[config.mk]
export PLATFORM = sky130hd
export DESIGN_NAME = lcdc_regs
export DESIGN_NICKNAME = d
export VERILOG_FILES = /design/src/rtl/lcdc_pkg.sv /design/src/rtl/lcdc_addr_dec.sv /design/src/rtl/lcdc_cfg_regs.sv /design/src/rtl/lcdc_irq_ctrl.sv /design/src/rtl/lcdc_regs.sv
export SDC_FILE = /design/constraint.sdc
export NUM_CORES = 1
export LEC_CHECK = 0
export BUFFER_PORTS_ARGS = -buffer_cell sky130_fd_sc_hd__buf_2
export CORE_ASPECT_RATIO = 1.1
export CORE_MARGIN = 8
export CORE_UTILIZATION = 55
export CTS_CLUSTER_SIZE = 14
export DETAILED_ROUTE_END_ITERATION = 10
export PLACE_DENSITY = 0.75
export SLEW_MARGIN = 20
export SYNTH_ARGS = -nofsm -noshare
export SYNTH_HDL_FRONTEND = slang
export SYNTH_HIERARCHICAL = 1
export SYNTH_SLANG_ARGS = --single-unit
[constraint.sdc]
create_clock -name clk -period 3.5 [get_ports clk]
set_clock_uncertainty 0.1 [all_clocks]
set_input_delay 0.525 -clock clk [delete_from_list [all_inputs] [get_ports clk]]
set_output_delay 0.525 -clock clk [all_outputs]
set_load 0.01 [all_outputs]
[src/rtl/lcdc_pkg.sv]
package lcdc_pkg;
  localparam int unsigned ADDR_W   = 12;
  localparam int unsigned WIX_W    = 4;
  localparam int unsigned PAL_IX_W = 7;
  localparam int unsigned GEO_W    = 11;

  localparam int unsigned IX_UPBASE = 4;
  localparam int unsigned IX_LPBASE = 5;
  localparam int unsigned IX_RAW    = 8;
  localparam int unsigned IX_MSKD   = 9;
  localparam int unsigned IX_CLEAR  = 10;

  localparam int unsigned CB_EN   = 0;
  localparam int unsigned CB_BGR  = 8;
  localparam int unsigned CB_BEB  = 9;
  localparam int unsigned CB_BEP  = 10;
  localparam int unsigned CB_PWR  = 11;

  localparam int unsigned SB_NEXT = 2;
  localparam int unsigned SB_VCMP = 3;

  // pixels = (field[7:2] + 1) * 16
  function automatic logic [GEO_W-1:0] width_of(input logic [7:0] t0);
    logic [6:0] quads;
    quads = {1'b0, t0[7:2]} + 7'd1;
    return {quads, 4'b0000};
  endfunction

  function automatic logic [GEO_W-1:0] height_of(input logic [9:0] t1);
    return {1'b0, t1} + GEO_W'(1);
  endfunction

  function automatic logic [7:0] id_byte(input logic later, input logic [2:0] k);
    case (k)
      3'd0:    return later ? 8'h11 : 8'h10;
      3'd1:    return 8'h11;
      3'd2:    return later ? 8'h24 : 8'h04;
      3'd3:    return 8'h00;
      3'd4:    return 8'h0D;
      3'd5:    return 8'hF0;
      3'd6:    return 8'h05;
      default: return 8'hB1;
    endcase
  endfunction
endpackage

[src/rtl/lcdc_addr_dec.sv]
module lcdc_addr_dec
  import lcdc_pkg::*;
(
  input  logic                   sel,
  input  logic                   wr,
  input  logic [ADDR_W-1:0]      addr,
  output logic                   in_regs,
  output logic                   in_pal,
  output logic                   in_id,
  output logic [WIX_W-1:0]       word_ix,
  output logic [2:0]             id_ix,
  output logic [PAL_IX_W-1:0]    pal_ix,
  output logic [(1<<WIX_W)-1:0]  wr_vec
);
  localparam int unsigned NREG = 1 << WIX_W;

  logic unused_lo;
  assign unused_lo = ^addr[1:0];

  assign in_regs = (addr[ADDR_W-1:WIX_W+2] == '0);
  assign in_pal  = (addr[ADDR_W-1:9] == 3'b001);
  assign in_id   = (addr[ADDR_W-1:5] == '1);
  assign word_ix = addr[WIX_W+1:2];
  assign id_ix   = addr[4:2];
  assign pal_ix  = addr[8:2];

  for (genvar i = 0; i < NREG; i++) begin : g_we
    assign wr_vec[i] = sel && wr && in_regs && (word_ix == WIX_W'(i));
  end
endmodule

[src/rtl/lcdc_cfg_regs.sv]
module lcdc_cfg_regs
  import lcdc_pkg::*;
#(
  parameter int unsigned DATA_W = 32
) (
  input  logic                   clk,
  input  logic                   rst_n,
  input  logic [5:0]             we_low,
  input  logic                   ctrl_we,
  input  logic [DATA_W-1:0]      wdata,
  output logic [3:0][DATA_W-1:0] timing,
  output logic [DATA_W-1:0]      upbase,
  output logic [DATA_W-1:0]      lpbase,
  output logic [DATA_W-1:0]      ctrl,
  output logic                   active
);
  for (genvar t = 0; t < 4; t++) begin : g_tim
    always_ff @(posedge clk) begin
      if (!rst_n)        timing[t] <= '0;
      else if (we_low[t]) timing[t] <= wdata;
    end
  end

  always_ff @(posedge clk) begin
    if (!rst_n) begin
      upbase <= '0;
      lpbase <= '0;
      ctrl   <= '0;
    end else begin
      if (we_low[IX_UPBASE]) upbase <= wdata;
      if (we_low[IX_LPBASE]) lpbase <= wdata;
      if (ctrl_we)           ctrl   <= wdata;
    end
  end

  assign active = ctrl[CB_EN] && ctrl[CB_PWR];
endmodule

[src/rtl/lcdc_irq_ctrl.sv]
module lcdc_irq_ctrl
  import lcdc_pkg::*;
#(
  parameter int unsigned DATA_W = 32
) (
  input  logic              clk,
  input  logic              rst_n,
  input  logic              tick_take,
  input  logic              mask_we,
  input  logic              clr_we,
  input  logic [DATA_W-1:0] wdata,
  output logic [DATA_W-1:0] mask,
  output logic [DATA_W-1:0] status,
  output logic              irq
);
  logic [DATA_W-1:0] status_nxt;

  always_comb begin
    status_nxt = status;
    if (clr_we) status_nxt = status_nxt & ~wdata;
    if (tick_take) begin
      status_nxt[SB_NEXT] = 1'b1;
      status_nxt[SB_VCMP] = 1'b1;
    end
  end

  always_ff @(posedge clk) begin
    if (!rst_n) begin
      mask   <= '0;
      status <= '0;
    end else begin
      if (mask_we) mask <= wdata;
      status <= status_nxt;
    end
  end

  assign irq = |(status & mask);
endmodule

[src/rtl/lcdc_regs.sv]
module lcdc_regs
  import lcdc_pkg::*;
#(
  parameter bit          LATER_MAP = 1'b0,
  parameter int unsigned DATA_W    = 32
) (
  input  logic                clk,
  input  logic                rst_n,
  input  logic                bus_sel,
  input  logic                bus_wr,
  input  logic [ADDR_W-1:0]   bus_addr,
  input  logic [DATA_W-1:0]   bus_wdata,
  output logic [DATA_W-1:0]   bus_rdata,
  input  logic                frame_tick,
  output logic                pal_sel,
  output logic                pal_wr,
  output logic [PAL_IX_W-1:0] pal_idx,
  output logic [DATA_W-1:0]   pal_wdata,
  input  logic [DATA_W-1:0]   pal_rdata,
  output logic                irq,
  output logic                disp_active,
  output logic [GEO_W-1:0]    width_px,
  output logic [GEO_W-1:0]    height_ln,
  output logic [2:0]          depth_code,
  output logic                bgr_swap,
  output logic                be_bytes,
  output logic                be_pixels,
  output logic [DATA_W-1:0]   upper_base,
  output logic [DATA_W-1:0]   lower_base
);
  localparam int unsigned CTRL_IX = LATER_MAP ? 7 : 6;
  localparam int unsigned MASK_IX = LATER_MAP ? 6 : 7;
  localparam int unsigned NREG    = 1 << WIX_W;

  logic                   in_regs, in_pal, in_id;
  logic [WIX_W-1:0]       word_ix;
  logic [2:0]             id_ix;
  logic [NREG-1:0]        wr_vec;
  logic [3:0][DATA_W-1:0] timing;
  logic [DATA_W-1:0]      ctrl_q, mask_q, status_q;

  // Named events for the checker
  logic tick_take, ctrl_we, mask_we, clr_we, id_rd;

  lcdc_addr_dec u_dec (
    .sel     (bus_sel),
    .wr      (bus_wr),
    .addr    (bus_addr),
    .in_regs (in_regs),
    .in_pal  (in_pal),
    .in_id   (in_id),
    .word_ix (word_ix),
    .id_ix   (id_ix),
    .pal_ix  (pal_idx),
    .wr_vec  (wr_vec)
  );

  assign ctrl_we   = wr_vec[CTRL_IX];
  assign mask_we   = wr_vec[MASK_IX];
  assign clr_we    = wr_vec[IX_CLEAR];
  assign tick_take = frame_tick && disp_active;
  assign id_rd     = bus_sel && !bus_wr && in_id;

  logic unused_we;
  assign unused_we = ^{wr_vec[NREG-1:IX_CLEAR+1], wr_vec[IX_MSKD:IX_RAW]};

  lcdc_cfg_regs #(.DATA_W(DATA_W)) u_cfg (
    .clk     (clk),
    .rst_n   (rst_n),
    .we_low  (wr_vec[5:0]),
    .ctrl_we (ctrl_we),
    .wdata   (bus_wdata),
    .timing  (timing),
    .upbase  (upper_base),
    .lpbase  (lower_base),
    .ctrl    (ctrl_q),
    .active  (disp_active)
  );

  lcdc_irq_ctrl #(.DATA_W(DATA_W)) u_irq (
    .clk       (clk),
    .rst_n     (rst_n),
    .tick_take (tick_take),
    .mask_we   (mask_we),
    .clr_we    (clr_we),
    .wdata     (bus_wdata),
    .mask      (mask_q),
    .status    (status_q),
    .irq       (irq)
  );

  assign width_px   = width_of(timing[0][7:0]);
  assign height_ln  = height_of(timing[1][9:0]);
  assign depth_code = ctrl_q[3:1];
  assign bgr_swap   = ctrl_q[CB_BGR];
  assign be_bytes   = ctrl_q[CB_BEB];
  assign be_pixels  = ctrl_q[CB_BEP];

  assign pal_sel   = bus_sel && in_pal;
  assign pal_wr    = bus_wr;
  assign pal_wdata = bus_wdata;

  always_comb begin
    bus_rdata = '0;
    if (in_regs) begin
      if (word_ix < WIX_W'(4))                  bus_rdata = timing[word_ix[1:0]];
      else if (word_ix == WIX_W'(IX_UPBASE))    bus_rdata = upper_base;
      else if (word_ix == WIX_W'(IX_LPBASE))    bus_rdata = lower_base;
      else if (word_ix == WIX_W'(CTRL_IX))      bus_rdata = ctrl_q;
      else if (word_ix == WIX_W'(MASK_IX))      bus_rdata = mask_q;
      else if (word_ix == WIX_W'(IX_RAW))       bus_rdata = status_q;
      else if (word_ix == WIX_W'(IX_MSKD))      bus_rdata = status_q & mask_q;
    end else if (in_pal) begin
      bus_rdata = pal_rdata;
    end else if (in_id) begin
      bus_rdata = {{(DATA_W-8){1'b0}}, id_byte(LATER_MAP, id_ix)};
    end
  end
endmodule


After elaboration in Yosys (flattened, before gate mapping)

Cells that the tools add are included.

Register bits: 288
Input port bits: 81
Word-level logic and storage cells: 69

Eq/ne operators: 18
Reduce and logical (&&, ||, !) cells: 19
Bitwise operators: 3
Mux-type cells: 15
$add $sub $neg: 2
Magnitude comparators: 2

Operator list:

| operator              | count |
|---|---|
| $mux 32               | 10 |
| $and 32x32->32        | 2 |
| $bmux 32 s2           | 1 |
| $pmux 8 s7            | 1 |
| $not 32->32           | 1 |
| $reduce_or 32->1      | 1 |
| $eq 4x3->1 const B    | 4 |
| $logic_and 1x1->1     | 14 |
| $eq 4x4->1 const B    | 3 |
| $add 10x1->11 const B | 1 |
| $eq 3x3->1 const B    | 3 |
| $eq 4x2->1 const B    | 2 |
| $mux 8                | 1 |
| $add 6x1->7 const B   | 1 |
| $eq 7x7->1 const B    | 1 |
| $eq 3x1->1 const B    | 2 |
| $eq 3x2->1 const B    | 2 |
| $logic_not 6->1       | 1 |
| $eq 4x1->1 const B    | 1 |
| $logic_not 4->1       | 1 |
| $lt 4x3->1 const B    | 1 |
| $mux 4                | 1 |
| $logic_not 3->1       | 1 |
| $lt 2x3->1 const B    | 1 |
| 2 further kinds       | 2 |

Depth between registers and ports, before layout

Gate-level depths: netlist of the first run.

Word-level depth: 9
Mapped depth: 10

Modules after synthesis

Netlist of the first run, hierarchy kept.

By module, submodules not included:

| module        | area each (µm²) | cells an instance | instances | sequential area each (µm²) |
|---|---|---|---|---|
| lcdc_cfg_regs | 8877.3          | 726               | 1         | 4484.3 |
| lcdc_regs     | 3644.7          | 451               | 1         | 0.0 |
| lcdc_irq_ctrl | 2316.0          | 229               | 1         | 1281.2 |
| lcdc_addr_dec | 367.9           | 52                | 1         | 0.0 |

Worst setup path before layout of the first run

OpenSTA, ideal clock, no wires.

Path kind: input-to-output
Start: in bus_addr[6]
End: out bus_rdata[3]
Stages: 10
Arrival time: 2.315 ns
Path slack: 0.560 ns
Path buffers: 5
Required time: 2.875 ns
Path through: or4_4 > buf_6 > buf_8 > nor2_1 > buf_2 > nor2b_1 > clkbuf_1 > clkbuf_1 > a32o_1 > a31o_1

Elaborated cells on any way between the ends: 5
Classes of those cells: eq/ne: 1; mux: 3; reduce/logical: 1

RTL lines:

| what            | RTL line            | RTL |
|---|---|---|
| start, declared | lcdc_regs.sv:11     | `input logic [ADDR_W-1:0] bus_addr,` |
| $logic_not 6->1 | lcdc_addr_dec.sv:20 | `assign in_regs = (addr[ADDR_W-1:WIX_W+2] == '0);` |
| net in_regs     | lcdc_regs.sv:35     | `logic in_regs, in_pal, in_id;` |
| $mux 32         | lcdc_regs.sv:105    | `if (in_regs) begin` |
| end, declared   | lcdc_regs.sv:13     | `output logic [DATA_W-1:0] bus_rdata,` |

The timed path passes the listed nets, and every way through them passes these cells.

Final worst setup path of the first run

Start: in bus_addr[6]
End: out bus_rdata[6]

Same word-level chain as after synthesis.

==> flow_summary.ini, run 1 <==
[cts]
cts_resized = 0
root_buffer = clkbuf_16
postCtsSetupBuffers = 0
numCtsBuffers = 30
path_clk_slew_ns = 0.06
holdBufCountCts = 0
clock_latency_ns = 0.54
htree_levels = 1
clock_sinks = 288
cts_buffer_depth = 3
cts_tree = built

[sta]
finalHoldViolCount = 0
grt_setup_unrepaired = false
setup_violations = 0
hold_ws_ns = 0.197
slew_violations = 0
max_freq_ghz = 0.303
worst_slew_pin_slew_ns = 0.812
finalCritPeriodShare_pct = 94.3
fin_crit_ns = 3.30
setup_tns_ns = 0
slew_headroom_pct = 45.9

[route]
drt_iter0_markers = 891
wl_per_cell_um = 20.4
ant_nets = 0
drtPass1Iterations = 5
viasPerCell = 5.61
wirelength_um = 40200
dr_total_vias = 11033
drc = 0

[global_route]
groute.usage.overall_pct = 23.2
grt_max_degree = 130
grt.overflow.total = 0
antenna_found_initial = 0
grt_pass1_vias = 11187
grt_pass1_wl_um = 63200

[setup_path]
crit_arrival_ns = 2.67
critPathKind = in -> out
crit_chain = buf_2, or4_4, nor2_4, nor3b_2, a32oi_1, o211ai_1, a2bb2oi_1, buf_2
max_stage_delay_ns = 0.65
crit_family = simple AND/OR/NAND/NOR gates
critPathLaunchType = primary input
crit_path_top_delay_cell = or4_4
required_ns = 2.87
crit_buf_inv = 2
crit_path_end_kind = output port
path_max_fanout = 10
cp_common_cell = buf_2

[logic_synthesis]
netlist_area_mm2 = 0.0151
yosysWarnings = 6
avgSynthCellArea_um2 = 10.4
synth_cells = 1448

[floorplan]
rows = 63
chipWidth_um = 174
core_area_mm2 = 0.0270
die_area_mm2 = 0.0331
io_pins = 248
fp.dieH_um = 190
start_util_pct = 56.0

[cells_and_area]
area_growth_syn_to_layout_pct = 10.3
antenna_cells = 0
nets = 1674
drive_gt1_share_pct = 23.0
fin_area_mm2 = 0.0167

[pwr]
p_per_area_mw_per_mm2 = 410
p_leak_nw = 6.02
peakVddDrop_mv = 0.349

[worst_hold_path]
hp-class = in -> reg

[place]
dpl_cell_area_mm2 = 0.0157
gp_congestion = 0.842
place_hpwl_um = 26800
port_buffers = 241

[outcome]
status = finished clean

[flow_run]
maxCapViolCount = 0
[flip-flops by register name, summed over array words and instances, names as in the netlist]
name and cells:
u_irq/status 32, u_cfg/lpbase 32, u_irq/mask 32, u_cfg/ctrl 32
u_cfg/timing 128, u_cfg/upbase 32
[final cells by class]
| class | instances | area (µm²) |
|---|---|---|
| clock buffer | 44 | 895 |
| clock inverter | 7 | 43.8 |
| fill | 2305 | 10400 |
| inverter | 3 | 11.3 |
| multi-input combinational | 990 | 7890 |
| sequential | 288 | 5770 |
| tap | 357 | 447 |
| timing repair buffer | 278 | 1630 |
[stage by stage]
| step | util, % | total power, W | setup WS (ns) | cells |
|---|---|---|---|---|
| global route | 61.7 | 0.00707 | 0.143 | 1967 |
| finish | 61.7 | 0.00684 | 0.200 | 1967 |
| global placement | 58.2 | 0.00388 | 0.317 | 1916 |
| floorplan | - | 0.00373 | 0.584 | 1451 |
| detailed placement | 58.2 | 0.00389 | 0.251 | 1916 |
| CTS | 61.7 | 0.00689 | 0.252 | 1967 |
[power by group]
| part | internal [W] | switching [W] | total, W |
|---|---|---|---|
| Clock | 0.00175 | 0.00127 | 0.00303 |
| Combinational | 0.000220 | 0.000315 | 0.000534 |
| Sequential | 0.00328 | 0.000000403 | 0.00328 |
| Total | 0.00525 | 0.00159 | 0.00684 |
[layer usage]
metal / part of all wire (%) / wire, µm / global-route usage [%] / up-vias
li1: - / - / - / 5350
met1: 44 / 17700 / 29.2 / 5301
met2: 48 / 19500 / 40.5 / 324
met3: 5.2 / 2110 / 3.81 / 58
met4: 2.3 / 917 / 6.05 / 0
met5: 0 / 0 / 0 / -
[cell usage in the layout (no fill, tap or decap), drive strengths merged, types with 11 or more instances in the layout]
cell,n
a22oi,48
a2bb2oi,25
dfxtp,288
nand3,12
buf,278
o221ai,24
mux2i,346
nand2,42
a32o,28
nor4,11
nor2b,284
clkbuf,44
a21oi,35
nor2,36
[final timing paths]
path / cells past startpoint / slack (ns) / startpoint / end
setup / recovery: 8 / 0.20 / bus_addr[6] / bus_rdata[6]
hold / removal: 2 / 0.20 / bus_wdata[13] / u_irq/status[13]
setup reg to reg: 4 / 2.34 / u_cfg/ctrl[0] / u_irq/status[3]
hold reg to reg: 2 / 0.35 / u_irq/status[13] / u_irq/status[13]
Power figures use the tool's default switching activity.
==> run 2, diff against run 1 <==
--- a/config.mk
+++ b/config.mk
@@ -7,7 +7,6 @@
 export LEC_CHECK = 0
 export BUFFER_PORTS_ARGS = -buffer_cell sky130_fd_sc_hd__buf_2
 export CORE_ASPECT_RATIO = 1.1
-export CORE_MARGIN = 8
 export CORE_UTILIZATION = 55
 export CTS_CLUSTER_SIZE = 14
 export DETAILED_ROUTE_END_ITERATION = 10
==> run 2 against run 1 <==
  * Global-route usage is 3.8 points higher
  * Maximum frequency is 2.7% higher
  * Combinational power is 1% higher
==> flow_summary.ini, run 2 (synthesis gave the netlist of run 1 again) <==
[outcome]
status = finished clean

[route]
dr_total_vias = 11152
viasPerCell = 5.67
drt_iter0_markers = 751
wirelength_um = 39100
wl_per_cell_um = 19.9
drc = 0
ant_nets = 0
drtPass1Iterations = 5

[setup_path]
crit_arrival_ns = 2.59
r2r_cells = 4
crit_path_end_kind = output port
regToRegStartpoint = u_cfg/ctrl[0]
cp_common_cell = buf_2
path_max_fanout = 10
max_stage_delay_ns = 0.65
critPathLaunchType = primary input
required_ns = 2.87
critPathKind = in -> out
crit_path_top_delay_cell = or4_4
critical_path.startpoint = bus_addr[6]
crit_chain = buf_2, or4_4, nor2_4, nor3b_2, a32oi_1, o211ai_1, a2bb2oi_1, buf_2

[worst_hold_path]
hp-class = in -> reg
hold_start = bus_wdata[23]
min_path_cells = 2

[floorplan]
die_area_mm2 = 0.0282
start_util_pct = 56.1
fp.dieH_um = 176
io_pins = 248
chipWidth_um = 160
core_area_mm2 = 0.0270
rows = 63

[place]
place_hpwl_um = 26000
port_buffers = 241
place_ws_ns = 0.348
gp_congestion = 0.844

[cells_and_area]
largest_register_ffs = 128
final_common_cell = mux2i_1
most-common-layout-cells = mux2i_1 (346), dfxtp_1 (288), nor2b_1 (283)
antenna_cells = 0
regArea_mm2 = 0.00577
largest_register = u_cfg/timing
drive_gt1_share_pct = 22.9
fin_util_pct = 61.8
fillCellCount = 2285
multiInputGateArea_mm2 = 0.00789
nets = 1675
area_growth_syn_to_layout_pct = 10.1

[sta]
setup_tns_ns = 0
slew_violations = 0
setup_violations = 0
worst_slew_pin_slew_ns = 0.736
slew_headroom_pct = 50.9
setup_ws_ns = 0.288
finalCritPeriodShare_pct = 91.8
hold_ws_ns = 0.209
fin_crit_ns = 3.21
grt_setup_unrepaired = false
max_freq_ghz = 0.311
finalHoldViolCount = 0

[global_route]
grt_max_degree = 117
grt_pass1_wl_um = 60900
groute.usage.overall_pct = 27.0
antenna_found_initial = 0
grt.overflow.total = 0
grt_pass1_vias = 10866

[pwr]
p_per_area_mw_per_mm2 = 406
p_leak_nw = 6.01
power_w = 0.00677
peakVddDrop_mv = 0.394

[cts]
numCtsBuffers = 28
path_clk_slew_ns = 0.06
clock_latency_ns = 0.54
cts_tree = built
clock_sinks = 288
htree_levels = 1
postCtsSetupBuffers = 0
cts_buffer_depth = 3
holdBufCountCts = 0
cts_resized = 0
root_buffer = clkbuf_16

[flow_run]
maxCapViolCount = 0
## run 2: cell type report
cell class | instances | share of cell area (%)
sequential | 288 | 34.6
clock inverter | 5 | 0.315
timing repair buffer | 281 | 10.0
tap | 357 | 2.68
multi-input combinational | 990 | 47.3
clock buffer | 42 | 5.01
inverter | 3 | 0.0676
## run 2: critical path: cells and delay by family
kind	cells	cell delay (ns)
buf+inv	2	0.28
simple gates	3	0.94
compound gates	3	0.83
## run 2: per-stage QoR
| step | instances | cell area, µm² |
|---|---|---|
| CTS | 1966 | 16700 |
| floorplan | 1451 | 15100 |
| global placement | 1919 | 15800 |
| detailed placement | 1919 | 15800 |
| global route | 1966 | 16700 |
| finish | 1966 | 16700 |
## run 2: worst paths after layout
check / endpoint / slack [ns]
hold reg to reg: u_irq/status[6] / 0.35
hold / removal: u_irq/status[23] / 0.21
setup / recovery: bus_rdata[6] / 0.29
setup reg to reg: u_irq/status[3] / 2.34
## run 2: layer usage
metal	global-route usage (%)	up-vias	routed length, µm
met5	0	-	0
met4	8.93	0	1010
met3	3.78	63	2160
met2	46.1	341	19100
met1	35.0	5406	16800
li1	-	5342	-
## run 2: where the power goes
| part | internal, W | switching, W | total, W |
|---|---|---|---|
| clock | 0.00170 | 0.00125 | 0.00295 |
| sequential | 0.00328 | 0.000000397 | 0.00328 |
| combinational | 0.000224 | 0.000318 | 0.000541 |
==> run 3, diff against run 2 <==
--- a/config.mk
+++ b/config.mk
@@ -6,6 +6,7 @@
 export NUM_CORES = 1
 export LEC_CHECK = 0
 export BUFFER_PORTS_ARGS = -buffer_cell sky130_fd_sc_hd__buf_2
+export CAP_MARGIN = 0
 export CORE_ASPECT_RATIO = 1.1
 export CORE_UTILIZATION = 55
 export CTS_CLUSTER_SIZE = 14
==> constraint.sdc (replaced) <==
create_clock -name clk -period 3.5 [get_ports clk]
set_clock_uncertainty 0.1 [all_clocks]
set_input_delay 0.35 -clock clk [delete_from_list [all_inputs] [get_ports clk]]
set_output_delay 0.35 -clock clk [all_outputs]
set_load 0.01 [all_outputs]
==> run 3 against run 2 <==
  * Final cell count up 0.46%
  * Clock power up 18%
  * Routed wire length down 0.59%
  * Combinational power down 2%
  * Register-to-register slack about the same
  * Largest cell class unchanged
==> flow_summary.ini, run 3 (synthesis gave the netlist of run 1 again) <==
[floorplan]
start_util_pct = 56.1
io_pins = 248
chipWidth_um = 160
core_area_mm2 = 0.0270
rows = 63
die_area_mm2 = 0.0282
fp.dieH_um = 176

[setup_path]
crit_path_top_delay_cell = or4_4
critPathKind = in -> out
crit_chain = buf_2, or4_4, nor2_4, nor3b_2, a32oi_1, o211ai_1, a2bb2oi_1, buf_2
critPathLaunchType = primary input
r2r_cells = 4
regToRegStartpoint = u_cfg/ctrl[0]
required_ns = 3.05
crit_path_end_kind = output port
cp_common_cell = buf_2
path_max_fanout = 10
r2r-end = u_irq/status[3]
max_stage_delay_ns = 0.65
crit_arrival_ns = 2.39
r2r_slack_ns = 2.34

[sta]
finalCritPeriodShare_pct = 81.1
worst_slew_pin_slew_ns = 0.807
slew_violations = 0
setup_violations = 0
setup_tns_ns = 0
max_freq_ghz = 0.352
grt_setup_unrepaired = false
slew_headroom_pct = 46.2
finalHoldViolCount = 0
fin_crit_ns = 2.84

[cts]
cts_tree = built
cts_resized = 0
postCtsSetupBuffers = 0
htree_levels = 1
path_clk_slew_ns = 0.06
numCtsBuffers = 30
clock_latency_ns = 0.55
clock_sinks = 288
cts_buffer_depth = 3
root_buffer = clkbuf_16

[cells_and_area]
drive_gt1_share_pct = 23.2
final_common_cell = mux2i_1
regArea_mm2 = 0.00577
fillCellCount = 2195
nets = 1679
multiInputGateArea_mm2 = 0.00789
antenna_cells = 0
most-common-layout-cells = mux2i_1 (346), dfxtp_1 (288), nor2b_1 (283)
largest_register_ffs = 128
largest_register = u_cfg/timing
area_growth_syn_to_layout_pct = 11.2
fin_util_pct = 62.4

[route]
ant_nets = 0
drtPass1Iterations = 4
wirelength_um = 38800
viasPerCell = 5.65
wl_per_cell_um = 19.7
drt_iter0_markers = 766
drc = 0
dr_total_vias = 11168

[pwr]
p_per_area_mw_per_mm2 = 434
p_leak_nw = 6.09
peakVddDrop_mv = 0.339

[global_route]
groute.usage.overall_pct = 26.7
antenna_found_initial = 0
grt_pass1_vias = 10836
grt.overflow.total = 0
grt_pass1_wl_um = 60200
grt_max_degree = 132

[worst_hold_path]
holdPathEnd = u_irq/status[19]
hold_start = bus_wdata[19]
hp-class = in -> reg
min_path_cells = 2

[outcome]
status = finished clean

[flow_run]
maxCapViolCount = 0

[place]
port_buffers = 241
gp_congestion = 0.836
place_hpwl_um = 25400
run 3: how the worst max path moves through the flow:
stage               cells past startpoint         from  slack, ns            to
finish                                  8  bus_addr[6]       0.66  bus_rdata[6]
global route                            8  bus_addr[6]       0.62  bus_rdata[6]
CTS                                     7  bus_addr[2]       0.71  bus_rdata[5]
detailed placement                      7  bus_addr[2]       0.71  bus_rdata[5]
global placement                        8  bus_addr[6]       0.73  bus_rdata[6]
floorplan                              10  bus_addr[6]       0.93  bus_rdata[3]
run 3: routing by layer:
metal,track usage [%],wire length [µm]
met1,34.1,16900
met2,45.4,18700
met3,4.25,2070
met4,9.48,1150
met5,0,0
run 3: layout make-up:
type | count | area share, %
clock buffers | 42 | 5.21
clock inverters | 12 | 1.28
inverters | 3 | 0.0669
multi-input cells | 990 | 46.9
flip-flops and latches | 288 | 34.3
well taps | 357 | 2.66
repair buffers | 283 | 9.64
run 3: timing repair:
action,CTS,global route
endpoints found under the hold margin,5,0
hold buffers,5,0
setup endpoints to repair,0,0
run 3: report_power, final:
part	switching (W)	internal (W)
logic	0.000312	0.000218
clock network	0.00131	0.00218
registers	0.000000402	0.00328
total	0.00162	0.00567
run 3: worst max-delay path, delay by kind of cell:
kind | cells | cell delay [ns]
buf+inv | 2 | 0.28
compound gates | 3 | 0.82
simple gates | 3 | 0.94
run 3: per-stage QoR:
| stage | hold slack, ns | total power [W] | setup slack [ns] | cells | area, µm² |
|---|---|---|---|---|---|
| final | 0.0183 | 0.00730 | 0.662 | 1975 | 16800 |
| after global routing | 0.0254 | 0.00752 | 0.619 | 1975 | 16800 |
| after CTS | 0.000733 | 0.00735 | 0.707 | 1975 | 16800 |
| after detailed placement | 0.340 | 0.00388 | 0.714 | 1916 | 15700 |
| after global placement | 0.333 | 0.00387 | 0.730 | 1916 | 15700 |
| after floorplan | 0.321 | 0.00373 | 0.934 | 1451 | 15100 |
